`src/rtl/dma1_pkg.sv`:
```
package dma1_pkg;

  typedef enum logic [1:0] {
    ST_IDLE   = 2'd0,
    ST_ARMED  = 2'd1,
    ST_ACTIVE = 2'd2,
    ST_DONE   = 2'd3
  } xfer_state_e;

  // trace record kinds
  localparam logic [2:0] TK_CFG   = 3'd1;
  localparam logic [2:0] TK_START = 3'd2;
  localparam logic [2:0] TK_BEAT  = 3'd3;
  localparam logic [2:0] TK_DONE  = 3'd4;

  // completion codes
  localparam logic [1:0] CC_OK      = 2'd1;
  localparam logic [1:0] CC_EMPTY   = 2'd2;
  localparam logic [1:0] CC_BADMODE = 2'd3;

  // register offsets
  localparam logic [1:0] RA_CTRL = 2'd0;
  localparam logic [1:0] RA_ADDR = 2'd1;
  localparam logic [1:0] RA_CNT  = 2'd2;

endpackage

```
`src/rtl/dma1_regs.sv`:
```
module dma1_regs
  import dma1_pkg::*;
#(
  parameter int CNT_W = 16
) (
  input  logic             clk,
  input  logic             rst,
  input  logic             reg_we,
  input  logic [1:0]       reg_addr,
  input  logic [31:0]      reg_wdata,
  input  logic             busy,
  input  xfer_state_e      state,
  output logic [31:0]      reg_rdata,
  output logic             start_req,
  output logic [1:0]       mode,
  output logic             dir,
  output logic [31:0]      madr,
  output logic [CNT_W-1:0] qwc
);

  logic wr_ok;
  assign wr_ok     = reg_we && !busy;
  assign start_req = wr_ok && (reg_addr == RA_CTRL) && reg_wdata[0];

  always_ff @(posedge clk) begin
    if (rst) begin
      mode <= '0;
      dir  <= 1'b0;
      madr <= '0;
      qwc  <= '0;
    end else if (wr_ok) begin
      case (reg_addr)
        RA_CTRL: begin
          mode <= reg_wdata[2:1];
          dir  <= reg_wdata[3];
        end
        RA_ADDR: madr <= reg_wdata;
        RA_CNT:  qwc  <= reg_wdata[CNT_W-1:0];
        default: ;
      endcase
    end
  end

  always_ff @(posedge clk) begin
    if (rst) begin
      reg_rdata <= '0;
    end else begin
      case (reg_addr)
        RA_CTRL: reg_rdata <= {26'd0, state, dir, mode, busy};
        RA_ADDR: reg_rdata <= madr;
        RA_CNT:  reg_rdata <= 32'(qwc);
        default: reg_rdata <= '0;
      endcase
    end
  end

  // configuration is frozen for the whole transfer
  a_r11_cfg_frozen: assert property (@(posedge clk) disable iff (rst)
    busy |=> ($stable(madr) && $stable(qwc) && $stable(mode) && $stable(dir)));

endmodule

```
`src/rtl/dma1_buf.sv`:
```
module dma1_buf #(
  parameter int AW = 3,
  parameter int W  = 128
) (
  input  logic          clk,
  input  logic          wr_en,
  input  logic [AW-1:0] wr_addr,
  input  logic [W-1:0]  wr_data,
  input  logic          rd_en,
  input  logic [AW-1:0] rd_addr,
  output logic [W-1:0]  rd_data
);

  localparam int DEPTH = 1 << AW;

  logic [W-1:0] mem [DEPTH];

  always_ff @(posedge clk) begin
    if (wr_en) mem[wr_addr] <= wr_data;
    if (rd_en) rd_data <= mem[rd_addr];
  end

endmodule

```
`src/rtl/dma1_fsm.sv`:
```
module dma1_fsm
  import dma1_pkg::*;
#(
  parameter int CNT_W = 16,
  parameter int AW    = 3
) (
  input  logic             clk,
  input  logic             rst,
  input  logic             start_req,
  input  logic [1:0]       mode,
  input  logic [CNT_W-1:0] qwc,
  input  logic             pl_ready,
  input  logic             cons_done,
  output xfer_state_e      state,
  output logic             busy,
  output logic             rd_en,
  output logic [AW-1:0]    rd_addr,
  output logic             pl_valid,
  output logic             ev_cfg,
  output logic             ev_start,
  output logic             ev_beat,
  output logic             ev_done,
  output logic [CNT_W-1:0] accepted,
  output logic [1:0]       done_code
);

  logic [CNT_W-1:0] issued;
  logic             rd_pend;
  logic             first;
  logic             beat_fire;

  assign busy      = (state != ST_IDLE);
  assign beat_fire = pl_valid && pl_ready;
  assign rd_en     = (state == ST_ACTIVE) && !pl_valid && !rd_pend && (issued < qwc);
  assign rd_addr   = issued[AW-1:0];

  assign ev_cfg   = (state == ST_ARMED);
  assign ev_start = (state == ST_ACTIVE) && first;
  assign ev_beat  = beat_fire;
  assign ev_done  = (state == ST_DONE);

  always_ff @(posedge clk) begin
    if (rst) begin
      state     <= ST_IDLE;
      issued    <= '0;
      accepted  <= '0;
      rd_pend   <= 1'b0;
      pl_valid  <= 1'b0;
      first     <= 1'b0;
      done_code <= '0;
    end else begin
      case (state)
        ST_IDLE: begin
          if (start_req) begin
            state    <= ST_ARMED;
            issued   <= '0;
            accepted <= '0;
          end
        end
        ST_ARMED: begin
          if (mode != 2'd0) begin
            state     <= ST_DONE;
            done_code <= CC_BADMODE;
          end else if (qwc == '0) begin
            state     <= ST_DONE;
            done_code <= CC_EMPTY;
          end else begin
            state <= ST_ACTIVE;
            first <= 1'b1;
          end
        end
        ST_ACTIVE: begin
          first <= 1'b0;
          if (rd_en) begin
            issued  <= issued + CNT_W'(1);
            rd_pend <= 1'b1;
          end
          if (rd_pend) begin
            rd_pend  <= 1'b0;
            pl_valid <= 1'b1;
          end
          if (beat_fire) begin
            pl_valid <= 1'b0;
            accepted <= accepted + CNT_W'(1);
          end
          if ((accepted == qwc) && cons_done) begin
            state     <= ST_DONE;
            done_code <= CC_OK;
          end
        end
        default: state <= ST_IDLE;
      endcase
    end
  end

  // armed is entered only from idle
  a_r3_armed_from_idle: assert property (@(posedge clk) disable iff (rst)
    (state == ST_ARMED) |-> ($past(state) == ST_IDLE));

  // without the consumer strobe the transfer stays active
  a_r7_wait_done: assert property (@(posedge clk) disable iff (rst)
    ((state == ST_ACTIVE) && !cons_done) |=> (state == ST_ACTIVE));

  // done lasts one cycle and returns to idle
  a_r8_done_to_idle: assert property (@(posedge clk) disable iff (rst)
    (state == ST_DONE) |=> (state == ST_IDLE));

  // empty or unsupported transfers never become active
  a_r9_no_empty_active: assert property (@(posedge clk) disable iff (rst)
    (state == ST_ACTIVE) |-> ((qwc != '0) && (mode == 2'd0)));

  // never more beats accepted than programmed
  a_r5_no_overrun: assert property (@(posedge clk) disable iff (rst)
    busy |-> (accepted <= qwc));

endmodule

```
`src/rtl/dma1_trace.sv`:
```
module dma1_trace
  import dma1_pkg::*;
#(
  parameter int CNT_W   = 16,
  parameter int CHAN_ID = 2,
  parameter int PATH_ID = 1
) (
  input  logic             clk,
  input  logic             rst,
  input  logic             ev_cfg,
  input  logic             ev_start,
  input  logic             ev_beat,
  input  logic             ev_done,
  input  logic [1:0]       mode,
  input  logic             dir,
  input  logic [31:0]      madr,
  input  logic [CNT_W-1:0] qwc,
  input  logic [CNT_W-1:0] accepted,
  input  logic [31:0]      beat_word,
  input  logic [1:0]       done_code,
  output logic             tr_valid,
  output logic [2:0]       tr_kind,
  output logic [31:0]      tr_arg0,
  output logic [31:0]      tr_arg1,
  output logic [31:0]      tr_arg2,
  output logic [31:0]      tr_arg3
);

  localparam logic [31:0] CHAN = 32'(CHAN_ID);
  localparam logic [31:0] PATH = 32'(PATH_ID);

  logic [CNT_W-1:0] to_go;
  assign to_go = qwc - accepted - CNT_W'(1);

  always_ff @(posedge clk) begin
    if (rst) begin
      tr_valid <= 1'b0;
      tr_kind  <= '0;
      tr_arg0  <= '0;
      tr_arg1  <= '0;
      tr_arg2  <= '0;
      tr_arg3  <= '0;
    end else begin
      tr_valid <= ev_cfg || ev_start || ev_beat || ev_done;
      tr_arg0  <= CHAN;
      if (ev_cfg) begin
        tr_kind <= TK_CFG;
        tr_arg1 <= 32'({dir, mode});
        tr_arg2 <= madr;
        tr_arg3 <= 32'(qwc);
      end else if (ev_start) begin
        tr_kind <= TK_START;
        tr_arg1 <= 32'(qwc);
        tr_arg2 <= 32'(qwc);
        tr_arg3 <= PATH;
      end else if (ev_beat) begin
        tr_kind <= TK_BEAT;
        tr_arg1 <= 32'(accepted);
        tr_arg2 <= beat_word;
        tr_arg3 <= 32'(to_go);
      end else if (ev_done) begin
        tr_kind <= TK_DONE;
        tr_arg1 <= 32'(accepted);
        tr_arg2 <= 32'(done_code);
        tr_arg3 <= PATH;
      end
    end
  end

  // at most one lifecycle event per cycle, so none is lost
  a_r6_one_event: assert property (@(posedge clk) disable iff (rst)
    $countones({ev_cfg, ev_start, ev_beat, ev_done}) <= 1);

endmodule

```
`src/rtl/dma1_xfer_ctrl.sv`:
```
module dma1_xfer_ctrl
  import dma1_pkg::*;
#(
  parameter int CHAN_ID = 2,
  parameter int PATH_ID = 1,
  parameter int QW_BITS = 128,
  parameter int BUF_AW  = 3,
  parameter int CNT_W   = 16
) (
  input  logic               clk,
  input  logic               rst,
  input  logic               reg_we,
  input  logic [1:0]         reg_addr,
  input  logic [31:0]        reg_wdata,
  output logic [31:0]        reg_rdata,
  input  logic               ld_we,
  input  logic [BUF_AW-1:0]  ld_addr,
  input  logic [QW_BITS-1:0] ld_data,
  output logic               pl_valid,
  output logic [QW_BITS-1:0] pl_data,
  input  logic               pl_ready,
  input  logic               cons_done,
  output logic               tr_valid,
  output logic [2:0]         tr_kind,
  output logic [31:0]        tr_arg0,
  output logic [31:0]        tr_arg1,
  output logic [31:0]        tr_arg2,
  output logic [31:0]        tr_arg3
);

  xfer_state_e      state;
  logic             busy, start_req, dir, rd_en;
  logic [1:0]       mode, done_code;
  logic [31:0]      madr;
  logic [CNT_W-1:0] qwc, accepted;
  logic [BUF_AW-1:0] rd_addr;
  logic             ev_cfg, ev_start, ev_beat, ev_done;

  dma1_regs #(.CNT_W(CNT_W)) u_regs (
    .clk(clk), .rst(rst), .reg_we(reg_we), .reg_addr(reg_addr),
    .reg_wdata(reg_wdata), .busy(busy), .state(state), .reg_rdata(reg_rdata),
    .start_req(start_req), .mode(mode), .dir(dir), .madr(madr), .qwc(qwc)
  );

  dma1_buf #(.AW(BUF_AW), .W(QW_BITS)) u_buf (
    .clk(clk), .wr_en(ld_we && !busy), .wr_addr(ld_addr), .wr_data(ld_data),
    .rd_en(rd_en), .rd_addr(rd_addr), .rd_data(pl_data)
  );

  dma1_fsm #(.CNT_W(CNT_W), .AW(BUF_AW)) u_fsm (
    .clk(clk), .rst(rst), .start_req(start_req), .mode(mode), .qwc(qwc),
    .pl_ready(pl_ready), .cons_done(cons_done), .state(state), .busy(busy),
    .rd_en(rd_en), .rd_addr(rd_addr), .pl_valid(pl_valid),
    .ev_cfg(ev_cfg), .ev_start(ev_start), .ev_beat(ev_beat), .ev_done(ev_done),
    .accepted(accepted), .done_code(done_code)
  );

  dma1_trace #(.CNT_W(CNT_W), .CHAN_ID(CHAN_ID), .PATH_ID(PATH_ID)) u_trace (
    .clk(clk), .rst(rst), .ev_cfg(ev_cfg), .ev_start(ev_start),
    .ev_beat(ev_beat), .ev_done(ev_done), .mode(mode), .dir(dir),
    .madr(madr), .qwc(qwc), .accepted(accepted), .beat_word(pl_data[31:0]),
    .done_code(done_code), .tr_valid(tr_valid), .tr_kind(tr_kind),
    .tr_arg0(tr_arg0), .tr_arg1(tr_arg1), .tr_arg2(tr_arg2), .tr_arg3(tr_arg3)
  );

  // a stalled beat keeps its contents until taken
  a_r5_hold_payload: assert property (@(posedge clk) disable iff (rst)
    (pl_valid && !pl_ready) |=> (pl_valid && $stable(pl_data)));

endmodule

```
`config.mk`:
```
export PLATFORM = sky130hd
export DESIGN_NAME = dma1_xfer_ctrl
export DESIGN_NICKNAME = d
export VERILOG_FILES = /design/src/rtl/dma1_pkg.sv /design/src/rtl/dma1_regs.sv /design/src/rtl/dma1_buf.sv /design/src/rtl/dma1_fsm.sv /design/src/rtl/dma1_trace.sv /design/src/rtl/dma1_xfer_ctrl.sv
export SDC_FILE = /design/constraint.sdc
export NUM_CORES = 1
export LEC_CHECK = 0
export ABC_AREA = 1
export BUFFER_PORTS_ARGS = -buffer_cell sky130_fd_sc_hd__buf_2
export CORE_AREA = 2 2 345 347
export DETAILED_ROUTE_END_ITERATION = 7
export DIE_AREA = 0 0 347 349
export GPL_ROUTABILITY_DRIVEN = 0
export RECOVER_POWER = 100
export SLEW_MARGIN = 20
export SYNTH_ARGS = -nofsm -noshare
export SYNTH_HDL_FRONTEND = slang
export SYNTH_SLANG_ARGS = --single-unit
```
`constraint.sdc`:
```
create_clock -name clk -period 15.6 [get_ports clk]
set_input_delay 0 -clock clk [delete_from_list [all_inputs] [get_ports clk]]
set_output_delay 0 -clock clk [all_outputs]
set_load 0.02 [all_outputs]
```
== Word level (Yosys, flattened, before mapping) ==
Memories as Yosys holds them, arrays and structs flattened. A register that Yosys moved wholly into a read port is not among the register bits.
Index checks and enable logic that the tools add are counted.
Cells by class
  reduce and logical (&&, ||, !) cells: 37
  eq/ne operators: 13
  add/subtract/negate cells: 4
  order comparisons: 1
  multiplexer cells: 41
Operator list (count)
  two-way mux 16 bit: 10
  two-way mux 32 bit: 4
  case mux 32 bit (3 select lines): 1
  case mux 16 bit (2 select lines): 2
  adder 16 x 1 -> 16 bit (second input constant): 2
  two-way mux 2 bit: 10
  == test 16 bit: 1
  zero test 16 bit: 1
  < comparator 16 bit: 1
  subtractor 16 x 1 -> 16 bit (second input constant): 1
  subtractor 16 bit: 1
  AND reduction 3 bit: 4
  logical AND 1 bit: 10
  two-way mux 1 bit: 10
  != test 2 bit (second input constant): 5
  AND reduction 2 bit: 5
  nonzero test 2 bit: 5
  == test 2 bit (second input constant): 3
  case mux 2 bit (3 select lines): 1
  == test 2 x 1 -> 1 bit (second input constant): 2
  zero test 2 bit: 2
  case mux 2 bit (2 select lines): 1
  nonzero test 4 bit: 1
  OR reduction 4 bit: 1
  other kinds (8): 12
Word-level totals
  output and inout bits: 293
  bits of input ports: 171
  bits in writable memories: 1024
  register bits after elaboration: 192
  logic and storage cells: 118
  memories kept: 1
Memories
  u_buf.mem: words 8, width 128, read ports 1, clocked after Yosys merged registers in 1, write ports 1, RTL line dma1_buf.sv:16  | logic [W-1:0] mem [DEPTH];

== Depth between registers and ports, before layout ==
  depth after elaboration: 7
  gate-level depth with buffers: 15
  gate-level depth less buffers: 15

== Modules after synthesis ==
Synthesis repeated with hierarchy kept, for this count alone.
Second synthesis, totals
  cell total of the unflattened synthesis: 6123
  area total of the unflattened synthesis: 59082.9 um^2
Modules (own cells, without submodules)
  dma1_buf: area each 48358.9 um^2, instances 1, cells each 4570, sequential area each 34593.2 um^2
  dma1_trace: area each 4451.8 um^2, instances 1, cells each 654, sequential area each 1381.3 um^2
  dma1_regs: area each 3409.5 um^2, instances 1, cells each 460, sequential area each 1661.6 um^2
  dma1_fsm: area each 2852.7 um^2, instances 1, cells each 437, sequential area each 780.7 um^2
  dma1_xfer_ctrl: area each 10.0 um^2, instances 1, cells each 2, sequential area each 0.0 um^2

== Worst setup path before layout ==
OpenSTA, ideal clock, no wires.
  path type: reg-to-reg
  start: reg u_fsm.state[1]
  end: mem u_buf.mem[0][0], enable pin
  cell stages (with the launch flop): 5
  path slack: 8863 ps
  clock period less this slack: 6737 ps
  library setup time: 617 ps
  path buffers: 0
  arrival time: 6120 ps
  required time: 14983 ps
  cell sequence: dfxtp_1 -> inv_1 -> ha_1 -> nand3b_1 -> nor2_1
On the way
  longest elaborated chain between the ends: 5
Ends and longest elaborated chain
  from (decl): RTL line dma1_fsm.sv:14  | output xfer_state_e state,
  from (signal assigned): RTL line dma1_fsm.sv:44  | state <= ST_IDLE;
  from (signal assigned): RTL line dma1_fsm.sv:55  | state <= ST_ARMED;
  from (signal assigned): RTL line dma1_fsm.sv:62  | state <= ST_DONE;
  nonzero test 2 bit: RTL line dma1_fsm.sv:32  | assign busy = (state != ST_IDLE);
  zero test 1 bit: RTL line dma1_xfer_ctrl.sv:46  | .clk(clk), .wr_en(ld_we && !busy), .wr_addr(ld_addr), .wr_data(ld_data),
  logical AND 1 bit: RTL line dma1_xfer_ctrl.sv:46
  two-way mux 1 bit: RTL line dma1_buf.sv:19  | if (wr_en) mem[wr_addr] <= wr_data;
  two-way mux 1 bit (implied by the code): RTL line dma1_buf.sv:19
  to (decl): RTL line dma1_buf.sv:16
Every way passes these cells.

== Worst setup path in the final report ==
  start: reg u_fsm.state[1]
  end: mem u_buf.mem[0][51], enable pin
The elaborated chain is that of the path after synthesis.

==> metrics <==
Post-layout nets 5076; failing checks max-capacitance violations, max-slew violations; category of the critical setup timing path flip-flop to flip-flop; detailed-routing wirelength on met1 about 61000 um; EDFF count, synth ~1200; cell area after technology mapping 52530 um^2; area delta synth->final 17.03%; number of I/O pins about 460; total wire length 139900 um; maximum net fanout on the critical path ~130; number of buffers added on ports 400; final core utilization between 50% and 60%; number of cells produced by synthesis between 4000 and 5000; Worst Setup End Kind flip-flop; total track usage ~23%; peak clock frequency supported by timing between 0.1 and 0.15 GHz; worst min-delay path category input port to flip-flop; setup repair after global routing missed its margin false; via count of the first global-routing pass approximately 34000; Total Die Area 121100 um^2; number of search-and-repair iterations in the first detailed-routing pass 8; static leakage power 0.02069 uW; total DRC errors in the routed layout 0; worst vdd ir 0.1066 mV; CTS tree built; highest metal layer used by the detailed router met5; Post-DP Area between 50000 and 60000 um^2; result of the run finished with violations; die width 347 um; share of flip-flops with an asynchronous set or reset after synthesis 0%; detailed route wirelength on metal3 roughly 8600 um; Ys Warns 0; share of the yosys chip area belonging to registers about three quarters; number of placed instances, taps included about 6000; insertion delay of the later-clocked pin in the worst-skew pair 0.75 ns; total clock buffers created by CTS 144; post-route insts no fill about 6500; total power divided by cell area ~150 nW/um^2; Max Slew Vio Count between 1500 and 2000; area of all placed cells without fillers 61470 um^2; wire length of the first global-routing pass between 200000 and 250000 um; clock-pin transition on the worst setup and hold timing paths 0.06 ns; element type at the critical path start flip-flop; CP Data Required Time around 16 ns; fraction of final layout cells sized beyond drive strength 1 under 10%; Synth area leader sky130_fd_sc_hd__edfxtp_1; CTS H-tree depth 4; most instantiated flip-flop cell in the synthesis netlist sky130_fd_sc_hd__edfxtp_1; number of antenna violations at the first check in global routing 14; Final Hold Vio Count 0; HPWL after detailed placement around 75000 um; setup tns final 0 ns; die height 349 um; post-synthesis register bit count 1343; clock sink count around 1300; total length of routed met2 wires 66650 um; FILL cells 10150; wire per inst ~21 um; Row Count between 100 and 150; number of maximum-capacitance violations 26; Worst EP arrival approximately 9.3 ns; transition time of the tightest slew-check pin roughly 11 ns; placeable core region roughly 120000 um^2; area share of the largest cell type after synthesis between 60% and 70%; Relative slew margins -601.9%; detail-routed via count per cell 5.441; Unique masters post-synth 45; most numerous cell in the Yosys netlist sky130_fd_sc_hd__edfxtp_1; Vias 35490; final worst path period share about three fifths; maximum buffer depth of the clock tree 3; post-layout minimum cycle time between 9 and 10 ns; Starting Density roughly 45%; most used standard cells in the synthesized netlist sky130_fd_sc_hd__edfxtp_1 (1152), sky130_fd_sc_hd__nor2_1 (1054), sky130_fd_sc_hd__o21ai_0 (618), sky130_fd_sc_hd__nand2_1 (260), sky130_fd_sc_hd__clkbuf_1 (192); top cells by area in the synthesized netlist sky130_fd_sc_hd__edfxtp_1 (66%), sky130_fd_sc_hd__nor2_1 (7.5%), sky130_fd_sc_hd__dfxtp_1 (7.3%); DR iter-0 viols around 3300; synthesized area per cell roughly 12 um^2; Post-DRT Antenna Nets 0; maximum number of pins on one net before global-route repair between 200 and 250; Worst Clk Skew about 0.033 ns; final setup violating endpoints 0; grt ovf 0; root buffer cell sky130_fd_sc_hd__clkbuf_16
[worst paths after layout]
| check | start | end | slack, ns | depth (start not counted) |
|---|---|---|---|---|
| worst max-delay path | u_fsm.state[1]$_SDFFE_PP0P_ | u_buf.mem[0][51]$_DFFE_PP_ | 6.26 | 5 |
| worst min-delay path | reg_wdata[26] | u_regs.madr[26]$_SDFFE_PP0P_ | 0.06 | 4 |
| worst max register to register | u_fsm.state[1]$_SDFFE_PP0P_ | u_buf.mem[0][51]$_DFFE_PP_ | 6.26 | 5 |
| worst min register to register | u_fsm.first$_SDFFE_PP0P_ | u_fsm.first$_SDFFE_PP0P_ | 0.45 | 2 |
[final cells by class]
| cell class | instances | area (um^2) | area share, % |
|---|---|---|---|
| Inverter | 121 | 478.0 | 0.7776 |
| Tap cell | 1536 | 1922 | 3.127 |
| Clock buffer | 182 | 3901 | 6.347 |
| Clock inverter | 77 | 711.9 | 1.158 |
| Timing Repair Buffer | 621 | 3646 | 5.931 |
| Antenna cell | 6 | 15.01 | 0.02443 |
| Sequential cell | 1343 | 38420 | 62.50 |
| Multi-Input combinational cell | 2637 | 12370 | 20.13 |
[sequential cells by signal, indices dropped and copies added, names as in the netlist, 2 cells and up]
signal / count
u_buf.mem: 1024
u_buf.rd_data: 128
u_fsm.accepted: 16
u_fsm.done_code: 2
u_fsm.issued: 16
u_fsm.state: 2
u_regs.madr: 32
u_regs.mode: 2
u_regs.qwc: 16
u_regs.reg_rdata: 32
u_trace.tr_arg1: 16
u_trace.tr_arg2: 32
u_trace.tr_arg3: 16
u_trace.tr_kind: 3
[per-stage QoR]
step	power, uW	hold slack, ns	setup WS [ns]
CTS	9580	0.0008092	11.25
floorplan	5602	0.09887	8.863
detailed placement	6206	0.2345	11.27
global placement	6189	0.2288	11.38
finish	9505	0.05711	6.263
global route	9921	0.03614	5.645
[cells by family (layout without fill, tap and decap cells)]
kind of cell | count (synthesis) | count (layout) | share of synthesized area [%]
other | 1 | 69 | 0.007139
adder cells (fa/ha/maj) | 37 | 37 | 0.8957
XOR/XNOR | 9 | 9 | 0.1501
flip-flops | 1343 | 1343 | 73.14
buffers and inverters | 444 | 1001 | 3.754
AND/OR/NAND/NOR | 1438 | 1438 | 10.69
AO/OA/AOI/OAI | 1090 | 1090 | 11.36
[placed cells by master (no fill, tap or decap), types with 133 or more instances in the layout]
master / synthesis / final
sky130_fd_sc_hd__a31oi_1: 156 / 156
sky130_fd_sc_hd__a21oi_1: 133 / 133
sky130_fd_sc_hd__clkbuf_16: 0 / 148
sky130_fd_sc_hd__nor2_1: 1054 / 1054
sky130_fd_sc_hd__dfxtp_1: 191 / 190
sky130_fd_sc_hd__nand2_1: 260 / 261
sky130_fd_sc_hd__dlygate4sd3_1: 0 / 185
sky130_fd_sc_hd__o22ai_1: 133 / 133
sky130_fd_sc_hd__edfxtp_1: 1152 / 1152
sky130_fd_sc_hd__o21ai_0: 618 / 618
sky130_fd_sc_hd__clkbuf_1: 192 / 407
[routing by layer]
metal / vias up / track usage [%]
met1: 17420 / 30.81
met5: - / 0
met2: 1235 / 36.76
li1: 16560 / -
met4: 20 / 8.030
met3: 261 / 3.667
[what timing repair did]
| item | 4_1_cts | 5_1_grt |
|---|---|---|
| setup buffers | 0 | 0 |
| hold endpoints to repair | 1216 | 0 |
| resized for setup | 0 | 0 |
| hold buffers | 185 | 0 |
[worst max-delay path: stages (launching register included)]
cell and delay [ns]:
sky130_fd_sc_hd__dfxtp_1 0.32, sky130_fd_sc_hd__inv_1 0.13, sky130_fd_sc_hd__ha_1 0.29, sky130_fd_sc_hd__nand3b_1 0.28, sky130_fd_sc_hd__nor2_4 0.15, sky130_fd_sc_hd__clkbuf_1 7.30
[power by group]
group / switching [uW] / leakage (uW) / internal, uW
combinational: 1280 / 0.00645 / 488
clock: 1390 / 0.00226 / 1940
sequential: 150 / 0.0120 / 4260
Power figures use the tool's default switching activity.
